<file path="config.mk">
export PLATFORM = sky130hd
export DESIGN_NAME = cap_packer
export DESIGN_NICKNAME = d
export VERILOG_FILES = /design/src/rtl/cap_pack_pkg.sv /design/src/rtl/cap_field_extract.sv /design/src/rtl/cap_slot_packer.sv /design/src/rtl/cap_word_fifo.sv /design/src/rtl/cap_addr_ring.sv /design/src/rtl/cap_packer.sv
export SDC_FILE = /design/constraint.sdc
export NUM_CORES = 2
export LEC_CHECK = 0
export ABC_CLOCK_PERIOD_IN_PS = 6700
export BUFFER_PORTS_ARGS = -buffer_cell sky130_fd_sc_hd__buf_2
export CELL_PAD_IN_SITES_DETAIL_PLACEMENT = 2
export CELL_PAD_IN_SITES_GLOBAL_PLACEMENT = 2
export CORE_MARGIN = 4
export CORE_UTILIZATION = 41
export CTS_BUF_LIST = sky130_fd_sc_hd__clkbuf_8 sky130_fd_sc_hd__clkbuf_16
export DETAILED_ROUTE_END_ITERATION = 12
export GPL_ROUTABILITY_DRIVEN = 0
export PLACE_DENSITY = 0.84
export SLEW_MARGIN = 10
export SYNTH_ARGS = -nofsm -noshare
export SYNTH_HDL_FRONTEND = slang
export SYNTH_SLANG_ARGS = --single-unit
export TNS_END_PERCENT = 10
</file>
<file path="constraint.sdc">
create_clock -name clk -period 6.7 [get_ports clk]
set_input_delay 0.335 -clock clk [delete_from_list [all_inputs] [get_ports clk]]
set_output_delay 0.335 -clock clk [all_outputs]
set_load 0.005 [all_outputs]
</file>
<file path="src/rtl/cap_pack_pkg.sv">
package cap_pack_pkg;
  localparam int LANE_W = 32;

  typedef enum logic [2:0] {
    FMT_B8  = 3'd0,
    FMT_H16 = 3'd2,
    FMT_W32 = 3'd4
  } fmt_e;

  typedef struct packed {
    logic              valid;
    logic              first;
    logic [LANE_W-1:0] val;
  } samp_t;

  function automatic logic fmt_ok(input logic [2:0] code);
    return (code == FMT_B8) || (code == FMT_H16) || (code == FMT_W32);
  endfunction

  // log2 of bytes per slot
  function automatic logic [1:0] fmt_lg(input logic [2:0] code);
    case (code)
      FMT_H16: return 2'd1;
      FMT_W32: return 2'd2;
      default: return 2'd0;
    endcase
  endfunction
endpackage

</file>
<file path="src/rtl/cap_field_extract.sv">
module cap_field_extract #(
  parameter int LW = 32,
  parameter int PW = $clog2(LW)
) (
  input  logic [LW-1:0] raw,
  input  logic [PW-1:0] msb,
  input  logic [PW-1:0] lsb,
  input  logic          sx,
  output logic [LW-1:0] val
);
  logic [LW-1:0] mask, field, fill;
  logic          neg;

  always_comb begin
    for (int i = 0; i < LW; i++)
      mask[i] = (i <= int'(msb)) && (i >= int'(lsb));
    field = (raw & mask) >> lsb;
    fill  = ~(mask >> lsb);
    neg   = sx && raw[msb] && (msb >= lsb);
    val   = neg ? (field | fill) : field;
  end
endmodule

</file>
<file path="src/rtl/cap_slot_packer.sv">
module cap_slot_packer
  import cap_pack_pkg::*;
#(
  parameter int WORD_W = 64,
  parameter int LW     = 32,
  parameter int WB     = WORD_W / 8,
  parameter int IDX_W  = $clog2(WB) + 1
) (
  input  logic              clk,
  input  logic              rst,
  input  logic              en,
  input  logic [2:0]        fmt,
  input  logic              sync,
  input  logic              s_valid,
  input  logic              s_first,
  input  logic [LW-1:0]     s_val,
  output logic              push,
  output logic [WORD_W-1:0] push_word
);
  logic [IDX_W-1:0]  idx, slot, slots;
  logic [1:0]        lg;
  logic              accept, restart, last_slot;
  logic [WORD_W-1:0] acc, merged;

  always_comb begin
    lg        = fmt_lg(fmt);
    slots     = IDX_W'(WB >> lg);
    accept    = en && fmt_ok(fmt) && s_valid;
    restart   = sync && s_first && (idx != '0);
    slot      = restart ? '0 : idx;
    last_slot = (slot == slots - IDX_W'(1));
    merged    = acc;
    for (int b = 0; b < WB; b++) begin
      if ((b >> lg) == int'(slot))
        merged[b*8 +: 8] = s_val[((b & ((1 << lg) - 1)) * 8) +: 8];
    end
  end

  assign push      = accept && last_slot;
  assign push_word = merged;

  always_ff @(posedge clk) begin
    if (rst || !en) begin
      idx <= '0;
    end else if (accept) begin
      acc <= merged;
      idx <= last_slot ? '0 : slot + IDX_W'(1);
    end
  end

  // a rejected format code never completes a word
  p_bad_type_r2: assert property (@(posedge clk) disable iff (rst)
    !fmt_ok(fmt) |-> !push);
  // dropping the enable clears the fill position
  p_disable_r9: assert property (@(posedge clk) disable iff (rst)
    !en |=> (idx == '0));
  // a marked sample under realignment lands in slot 0
  p_sync_slot0_r6: assert property (@(posedge clk) disable iff (rst)
    (accept && sync && s_first) |=> (idx == IDX_W'(1)));
endmodule

</file>
<file path="src/rtl/cap_word_fifo.sv">
module cap_word_fifo #(
  parameter int W     = 64,
  parameter int DEPTH = 16,
  parameter int PTR_W = $clog2(DEPTH),
  parameter int LVL_W = $clog2(DEPTH + 2)
) (
  input  logic             clk,
  input  logic             rst,
  input  logic             push,
  input  logic [W-1:0]     push_data,
  input  logic             pop_ready,
  output logic             out_valid,
  output logic [W-1:0]     out_data,
  output logic [LVL_W-1:0] level
);
  logic [W-1:0]     mem [DEPTH];
  logic [PTR_W-1:0] wp, rp;
  logic [LVL_W-1:0] cnt;
  logic             do_wr, load;

  assign do_wr = push && (cnt != LVL_W'(DEPTH));
  assign load  = (!out_valid || pop_ready) && (cnt != '0);
  assign level = cnt + LVL_W'(out_valid);

  always_ff @(posedge clk) begin
    if (do_wr) mem[wp] <= push_data;
  end

  always_ff @(posedge clk) begin
    if (load) out_data <= mem[rp];
  end

  always_ff @(posedge clk) begin
    if (rst) begin
      wp        <= '0;
      rp        <= '0;
      cnt       <= '0;
      out_valid <= 1'b0;
    end else begin
      if (do_wr) wp <= (wp == PTR_W'(DEPTH - 1)) ? '0 : wp + PTR_W'(1);
      if (load)  rp <= (rp == PTR_W'(DEPTH - 1)) ? '0 : rp + PTR_W'(1);
      cnt <= cnt + LVL_W'(do_wr) - LVL_W'(load);
      if (load)           out_valid <= 1'b1;
      else if (pop_ready) out_valid <= 1'b0;
    end
  end

  // the buffer count never passes its depth
  p_no_overflow_r11: assert property (@(posedge clk) disable iff (rst)
    cnt <= LVL_W'(DEPTH));
  // a stalled word stays presented unchanged
  p_out_hold_r7: assert property (@(posedge clk) disable iff (rst)
    (out_valid && !pop_ready) |=> (out_valid && $stable(out_data)));
endmodule

</file>
<file path="src/rtl/cap_addr_ring.sv">
module cap_addr_ring #(
  parameter int AW   = 32,
  parameter int STEP = 8
) (
  input  logic          clk,
  input  logic          rst,
  input  logic [AW-1:0] base,
  input  logic [AW-1:0] last,
  input  logic          rewind,
  input  logic          fire,
  output logic [AW-1:0] addr
);
  logic rewind_q, rewind_rise;

  assign rewind_rise = rewind && !rewind_q;

  always_ff @(posedge clk) begin
    if (rst) begin
      rewind_q <= 1'b0;
      addr     <= base;
    end else begin
      rewind_q <= rewind;
      if (rewind_rise)
        addr <= base;
      else if (fire)
        addr <= (addr == last) ? base : addr + AW'(STEP);
    end
  end

  // a rewind edge returns the pointer to the ring start
  p_rewind_r8: assert property (@(posedge clk) disable iff (rst)
    rewind_rise |=> (addr == $past(base)));
  // without a handshake or rewind the pointer holds
  p_addr_hold_r7: assert property (@(posedge clk) disable iff (rst)
    (!fire && !rewind_rise) |=> $stable(addr));
endmodule

</file>
<file path="src/rtl/cap_packer.sv">
module cap_packer
  import cap_pack_pkg::*;
#(
  parameter int NSRC   = 8,
  parameter int SEL_W  = $clog2(NSRC),
  parameter int WORD_W = 64,
  parameter int AW     = 32,
  parameter int DEPTH  = 16,
  parameter int THR_W  = 8
) (
  input  logic                   clk,
  input  logic                   rst,
  input  logic [NSRC-1:0]        src_valid,
  input  logic [NSRC-1:0]        src_first,
  input  logic [NSRC*LANE_W-1:0] src_data,
  input  logic                   cfg_enable,
  input  logic [SEL_W-1:0]       cfg_src_sel,
  input  logic [2:0]             cfg_type,
  input  logic [4:0]             cfg_msb,
  input  logic [4:0]             cfg_lsb,
  input  logic                   cfg_sign_ext,
  input  logic                   cfg_chan_sync,
  input  logic                   cfg_force_finish,
  input  logic [AW-1:0]          cfg_base_addr,
  input  logic [AW-1:0]          cfg_end_addr,
  input  logic [THR_W-1:0]       cfg_threshold,
  output logic                   wr_valid,
  input  logic                   wr_ready,
  output logic [AW-1:0]          wr_addr,
  output logic [WORD_W-1:0]      wr_data,
  output logic                   burst_ready
);
  localparam int WORD_BYTES = WORD_W / 8;
  localparam int LVL_W      = $clog2(DEPTH + 2);

  logic [LANE_W-1:0] lane_raw, lane_ext;
  logic              lane_v, lane_f;
  samp_t             smp;
  logic              push;
  logic [WORD_W-1:0] push_word;
  logic [LVL_W-1:0]  level;
  logic              fire;

  // lane selection
  always_comb begin
    lane_v   = 1'b0;
    lane_f   = 1'b0;
    lane_raw = '0;
    if (int'(cfg_src_sel) < NSRC) begin
      lane_v   = src_valid[cfg_src_sel];
      lane_f   = src_first[cfg_src_sel];
      lane_raw = src_data[int'(cfg_src_sel)*LANE_W +: LANE_W];
    end
  end

  cap_field_extract #(.LW(LANE_W), .PW(5)) u_extract (
    .raw (lane_raw),
    .msb (cfg_msb),
    .lsb (cfg_lsb),
    .sx  (cfg_sign_ext),
    .val (lane_ext)
  );

  always_ff @(posedge clk) begin
    if (rst) begin
      smp <= '0;
    end else begin
      smp.valid <= lane_v && cfg_enable;
      smp.first <= lane_f;
      smp.val   <= lane_ext;
    end
  end

  cap_slot_packer #(.WORD_W(WORD_W), .LW(LANE_W)) u_packer (
    .clk       (clk),
    .rst       (rst),
    .en        (cfg_enable),
    .fmt       (cfg_type),
    .sync      (cfg_chan_sync),
    .s_valid   (smp.valid),
    .s_first   (smp.first),
    .s_val     (smp.val),
    .push      (push),
    .push_word (push_word)
  );

  cap_word_fifo #(.W(WORD_W), .DEPTH(DEPTH)) u_fifo (
    .clk       (clk),
    .rst       (rst),
    .push      (push),
    .push_data (push_word),
    .pop_ready (wr_ready),
    .out_valid (wr_valid),
    .out_data  (wr_data),
    .level     (level)
  );

  assign fire = wr_valid && wr_ready;

  cap_addr_ring #(.AW(AW), .STEP(WORD_BYTES)) u_addr (
    .clk    (clk),
    .rst    (rst),
    .base   (cfg_base_addr),
    .last   (cfg_end_addr),
    .rewind (cfg_force_finish),
    .fire   (fire),
    .addr   (wr_addr)
  );

  always_ff @(posedge clk) begin
    if (rst)
      burst_ready <= 1'b0;
    else
      burst_ready <= (cfg_threshold != '0) &&
                     ({{THR_W{1'b0}}, level} >= {{LVL_W{1'b0}}, cfg_threshold});
  end

  // the flag never rises against a zero threshold
  p_burst_thr_r10: assert property (@(posedge clk) disable iff (rst)
    burst_ready |-> ($past(cfg_threshold) != '0));
endmodule

</file>
### Yosys cells after proc, flatten, opt, wreduce, memory -nomap -nowiden

Memory sizes are Yosys's and may differ from the RTL's. A register that Yosys moved wholly into a read port is not among the register bits.
Index checks and enable logic that the tools add are counted.

* $add $sub $neg: 9
* order comparisons: 66
* equality and inequality tests: 15
* shifts and indexed selects: 20
* mux-type cells: 28
* bitwise operators: 4
* reductions and logical operators: 57

Operator list (count)
* 32-bit by 5-bit == test with 1-bit output: 8
* 256-bit by 9-bit variable part select with 32-bit output: 1
* 32-bit 2-to-1 mux: 5
* 32-bit by 7-bit variable part select with 8-bit output: 4
* 3-bit by 2-bit >> shifter with 32-bit output, first input constant: 4
* 5-bit <= comparator, first input constant: 16
* 5-bit greater-or-equal comparator, first input constant: 15
* 8-bit 2-to-1 mux: 8
* 32-bit by 6-bit variable part select with 8-bit output: 2
* 1-bit by 2-bit >> shifter with 32-bit output, first input constant: 2
* 2-bit by 2-bit >> shifter with 32-bit output, first input constant: 2
* 32-bit by 5-bit >> shifter with 32-bit output: 2
* 1-bit logical AND: 43
* 4-bit by 5-bit greater-or-equal comparator with 1-bit output, first input constant: 8
* 4-bit by 5-bit <= comparator with 1-bit output, first input constant: 8
* 32-bit by 4-bit adder with 32-bit output, second input constant: 1
* 32-bit bitwise AND: 1
* 32-bit == test: 1
* 32-bit NOT: 1
* 32-bit bitwise OR: 1
* 32-bit by 5-bit variable part select with 8-bit output: 1
* 3-bit by 5-bit greater-or-equal comparator with 1-bit output, first input constant: 4
* 3-bit by 5-bit <= comparator with 1-bit output, first input constant: 4
* 4-bit 2-to-1 mux: 4
* other kinds (34): 53

* register bits after elaboration: 150
* bits in writable memories: 1024
* input bits: 367
* output and inout port bits: 98
* word-level logic and storage cells: 212
* memories: 1

Memories
* u_fifo.mem: depth 16, bits a word 64, read ports 1, clocked after Yosys merged registers in 1, wr ports 1, line cap_word_fifo.sv:16 `logic [W-1:0] mem [DEPTH];`

### Longest topological paths before layout

* depth after elaboration: 9
* mapped depth: 16
* depth with buffers taken out: 12

### Hierarchy

From an unflattened synthesis, not the netlist that was laid out.

* cell total of the unflattened synthesis: 3170
* area total of the unflattened synthesis: 55105.4 µm²

Modules (own cells, without submodules)
* cap_word_fifo: times used 1, cells an instance 1744, area each 41080.6 µm², seq. area each 32951.6 µm²
* cap_field_extract: times used 1, cells an instance 724, area each 4732.0 µm², seq. area each 0.0 µm²
* cap_slot_packer: times used 1, cells an instance 290, area each 3704.8 µm², seq. area each 2001.9 µm²
* cap_packer: times used 1, cells an instance 220, area each 3159.3 µm², seq. area each 700.7 µm²
* cap_addr_ring: times used 1, cells an instance 192, area each 2428.6 µm², seq. area each 980.9 µm²

### Least setup slack after synthesis

Ideal clock, no wire load.

* path kind: in2reg
* from: input cfg_type[2]
* to: memory u_fifo.mem[3][0], enable pin
* library setup time: 0.564 ns
* data arrival time: 6.195 ns
* data required time: 6.136 ns
* slack: -0.059 ns
* stages: 8
* buffers on the path: 1
* path through: nor3b_2 -> xor2_1 -> a41oi_1 -> o22ai_1 -> and3_1 -> clkbuf_1 -> nand2_1 -> nor3_1

* word-level cells in the longest chain between the ends: 9
* elaborated cells between the ends (all ways): 15
* classes of those cells: add/sub (1); eq/ne (3); shift (1); mux (3); reduce/logical (7)

RTL lines
* start: declaration: line cap_packer.sv:18 `input logic [2:0] cfg_type,`
* 3-bit == test, or another cell as far along: line cap_pack_pkg.sv:17, cap_pack_pkg.sv:22
* 2-bit case mux with 2 select lines or 1-bit logical OR (tied branches): line cap_pack_pkg.sv:22, cap_pack_pkg.sv:17
* 4-bit by 2-bit >> shifter with 4-bit output or 1-bit logical OR (tied branches): line cap_slot_packer.sv:27, cap_pack_pkg.sv:17
* 4-bit by 1-bit subtractor with 4-bit output or 1-bit logical AND (tied branches): line cap_slot_packer.sv:31, cap_slot_packer.sv:28
* 4-bit == test or 1-bit logical AND (tied branches): line cap_slot_packer.sv:31, cap_slot_packer.sv:28
* 1-bit logical AND *: line cap_slot_packer.sv:39 `assign push = accept && last_slot;`
* 1-bit logical AND *: line cap_word_fifo.sv:21 `assign do_wr = push && (cnt != LVL_W'(DEPTH));`
* net u_fifo.do_wr: line cap_word_fifo.sv:19 `logic do_wr, load;`
* 1-bit 2-to-1 mux *: line cap_word_fifo.sv:26 `if (do_wr) mem[wp] <= push_data;`
* 1-bit 2-to-1 mux (implied by the code) *: line cap_word_fifo.sv:26
* end: declaration: line cap_word_fifo.sv:16

The timed path passes the listed nets; every way through them passes the cells marked *.

### Final worst setup path

* from: register u_packer.idx[2]
* to: memory u_fifo.mem[4][4], enable pin

* word-level cells in the longest chain between the ends: 8

RTL lines
* start: declaration: line cap_slot_packer.sv:20 `logic [IDX_W-1:0] idx, slot, slots;`
* start signal: assignment: line cap_slot_packer.sv:47 `idx <= last_slot ? '0 : slot + IDX_W'(1);`
* 4-bit nonzero test: line cap_slot_packer.sv:29 `restart = sync && s_first && (idx != '0);`
* 1-bit logical AND: line cap_slot_packer.sv:29
* 4-bit 2-to-1 mux *: line cap_slot_packer.sv:30 `slot = restart ? '0 : idx;`
* 4-bit == test *: line cap_slot_packer.sv:31 `last_slot = (slot == slots - IDX_W'(1));`
* 1-bit logical AND *: line cap_slot_packer.sv:39
* 1-bit logical AND *: line cap_word_fifo.sv:21
* 1-bit 2-to-1 mux *: line cap_word_fifo.sv:26
* 1-bit 2-to-1 mux (implied by the code) *: line cap_word_fifo.sv:26

Mark *: on every way between the ends. The rest lies on a longest branch, timed or not.

==> results by group <==
Run status
  • Status: finished, final reports clean

Floorplanning
  • Core Footprint: 131500 sq um
  • Row cnt: 133
  • Starting Density: 41.28%
  • Die Span X: 371.8 um
  • Die area: 138300 sq um
  • # IOs: 465
  • Chip Height: 371.8 um

Critical path
  • RR Endpoint: u_fifo.mem[4][4]
  • Worst reg-to-reg path cell count: 7
  • Crit Path Category: flop to flop
  • CP max FO: 47
  • Startpoint Class: flop
  • RR Startpoint: u_packer.idx[2]
  • Critical path required time: 7.05 ns
  • Flop2flop setup slack: 2.39 ns
  • CP Capture Type: flop
  • Crit path DAT: 4.66 ns

Global route
  • Initial antenna violation count: 16
  • All-Layer GR Usage: 31.47%
  • Total gr overflow: 0
  • Largest net degree at the start of global routing: 116
  • Vias in the first global route: 37640
  • First-pass GRT wire length: 304500 um

Min path
  • Hold wc startpoint: src_first[0]
  • Hold depth: 4
  • Hold Path End: smp[32]
  • Worst hold path type: primary input to flop

Drt
  • Via count: 34783
  • Initial DRC count: 3912
  • Mean number of vias per cell: 6.371
  • TritonRoute pass-1 iters: 5
  • Total length of routed wires: 217000 um
  • Drt drc: 0
  • Antenna-violating nets left: 0
  • Average wire per standard cell: 39.75 um

Placed design
  • Port buffer count: 464
  • Area after DPL: 58770 sq um
  • HPWL Detailed: 142300 um

Power
  • Worst vdd ir: 0.3139 mV
  • Cell area power density: 327.2 nW/um^2
  • Total power: 0.02065 W
  • Leak: 21.26 nW

Synth
  • Syn nets: 3468
  • Area leader, netlist: edfxtp_1
  • Synth unique cells: 86
  • Gate Count Post-Synth: 3072
  • Synthesized area per cell: 17.67 sq um
  • Post-synthesis sequential area ratio: 67.50%
  • #FFs+latches synth: 1238
  • YS warnings: 0
  • Post-synth EDFFs: 1184
  • Mapped Area: 54270 sq um
  • Most frequent cell after synthesis: edfxtp_1
  • Synth Flop Type: edfxtp_1
  • Async S/R FF share, synth: 0%
  • Post-synth top cells: edfxtp_1 (1184), mux4_2 (366), nand2_1 (170)
  • Synth area leaders: edfxtp_1 (66%), mux4_2 (15%), mux2i_1 (2.2%), dfxtp_1 (2.0%), mux2_2 (1.6%)
  • Top-area cell type share of the netlist area: 65.51%

CTS
  • H-tree level count: 4
  • Root Buffer: clkbuf_16
  • Max Root-Sink Buffers: 3
  • Post-cts resize count: 0
  • CTS Buf Count: 132
  • Clk_lat worst skew: 0.77 ns
  • TritonCTS clock tree: yes
  • Clock sink total: 1238
  • Clock slew at reported path FFs: 0.06 ns

STA
  • Slew @ Worst Pin: 1.450 ns
  • Final setup fails: 0
  • Slew Viols, Final: 0
  • FMAX: 0.2322 GHz
  • RSZ-0062 raised after global routing: no
  • Hold Worst Slack: 0.2030 ns
  • Worst slew margin: 2.662%
  • Fin Clk Skew: 0.03779 ns
  • Final setup TNS: 0 ns
  • Fin crit period: 4.306 ns
  • Final Cycle Share: 64.27%
  • Final Hold Violating Endpoints: 0

Finish
  • Fill cell instance count of the final layout: 12229
  • # nets final: 4001
  • Design area: 63110 sq um
  • Layout area overhead: 16.29%
  • Ratio of cells with drive above 1 in the final layout: 32.70%

Flow run
  • Max-cap viol count: 0
cells by family after synthesis:
group           count (synthesis)  synth area share [%]
compound gates                428                 5.233
xor+xnor                       72                 1.162
fa+ha+maj                      29                0.6824
buf+inv                       231                 1.971
flops                        1238                 67.50
mux                           563                 19.12
simple gates                  511                 4.330
routing by layer:
| layer | GRT usage [%] | routed length (um) |
|---|---|---|
| met3 | 4.935 | 13180 |
| met1 | 37.37 | 78840 |
| met4 | 15.68 | 12810 |
| met5 | 0 | 12 |
| met2 | 55.63 | 112200 |
critical path, stage by stage, from the launching register on:
cell     delay [ns]
dfxtp_1        0.61
or3_1          0.20
o21ai_0        0.20
o22ai_1        0.36
and3_1         0.50
nand2_1        0.37
nor2_4         0.70
buf_4          0.87
cells in the final DEF, fill, tap and decap left out, types with 9 or more instances in the layout:
cell	count
edfxtp_1	1184
nor2b_1	10
o21a_1	11
nand2_1	170
dfxtp_1	50
buf_2	462
o22ai_1	35
mux2i_1	117
clkinv_2	14
clkinv_1	27
nor3_1	31
and2_1	22
a31oi_1	17
buf_4	93
a21o_1	12
o21ai_0	94
xor2_1	51
o2bb2ai_1	10
a211oi_1	10
or3_1	9
mux4_2	366
o211ai_1	9
nor2_1	138
clkbuf_16	138
xnor2_1	21
a21oi_1	93
a22o_1	13
a221oi_1	15
nor4_1	13
ha_1	28
inv_1	64
o32ai_1	9
dlygate4sd3_1	38
mux2_2	76
a22oi_1	18
nand3_1	33
nand2b_1	20
nor2_4	13
and3_1	13
flip-flops by register name, indices dropped and copies added, names as in the netlist:
signal            cells
u_fifo.out_valid      1
u_packer.idx          4
u_packer.acc         64
burst_ready           1
smp                  34
u_fifo.cnt            5
u_fifo.mem         1024
u_fifo.out_data      64
u_addr.addr          32
u_addr.rewind_q       1
u_fifo.wp             4
u_fifo.rp             4
where the power goes:
group | internal [W] | switching, W | total, W
Clock | 0.00382 | 0.00313 | 0.00695
Sequential | 0.00889 | 0.000391 | 0.00928
Combinational | 0.00207 | 0.00236 | 0.00443
Total | 0.0148 | 0.00588 | 0.0207
final cells by class:
cell class	count	area [sq um]	area share (%)
sequential	1238	36650	58.07
clock buffer	142	3508	5.559
timing repair buffer	597	3471	5.499
tap	1755	2196	3.479
antenna	8	20.02	0.03172
inverter	33	123.9	0.1963
multi-input combinational	1603	16720	26.49
clock inverter	84	427.9	0.6780
stage by stage:
| stage | std cells | setup WS, ns | utilization (%) |
|---|---|---|---|
| after floorplan | 3072 | -0.02472 | - |
| after global placement | 5188 | 2.490 | 44.70 |
| after detailed placement | 5188 | 2.146 | 44.70 |
| after CTS | 5452 | 2.468 | 47.99 |
| after global routing | 5458 | 2.222 | 48.00 |
| final | 5460 | 2.394 | 48.01 |
how the worst max path moves through the flow:
stage / slack, ns / endpoint / cells past startpoint / from
finish: 2.39 / u_fifo.mem[4][4] / 7 / u_packer.idx[2]
global placement: 2.49 / smp[9] / 10 / cfg_src_sel[1]
detailed placement: 2.15 / u_fifo.mem[4][11] / 10 / cfg_type[2]
global route: 2.22 / u_fifo.mem[4][4] / 7 / u_packer.idx[2]
CTS: 2.47 / u_fifo.mem[4][14] / 7 / u_packer.idx[2]
floorplan: -0.02 / u_fifo.mem[0][0] / 8 / cfg_type[2]
what timing repair did:
action                    in CTS  in global routing
setup buffers                  0                  0
hold buffers                  38                  0
hold endpoints to repair      38                  0
(Power assumes the default switching activity.)
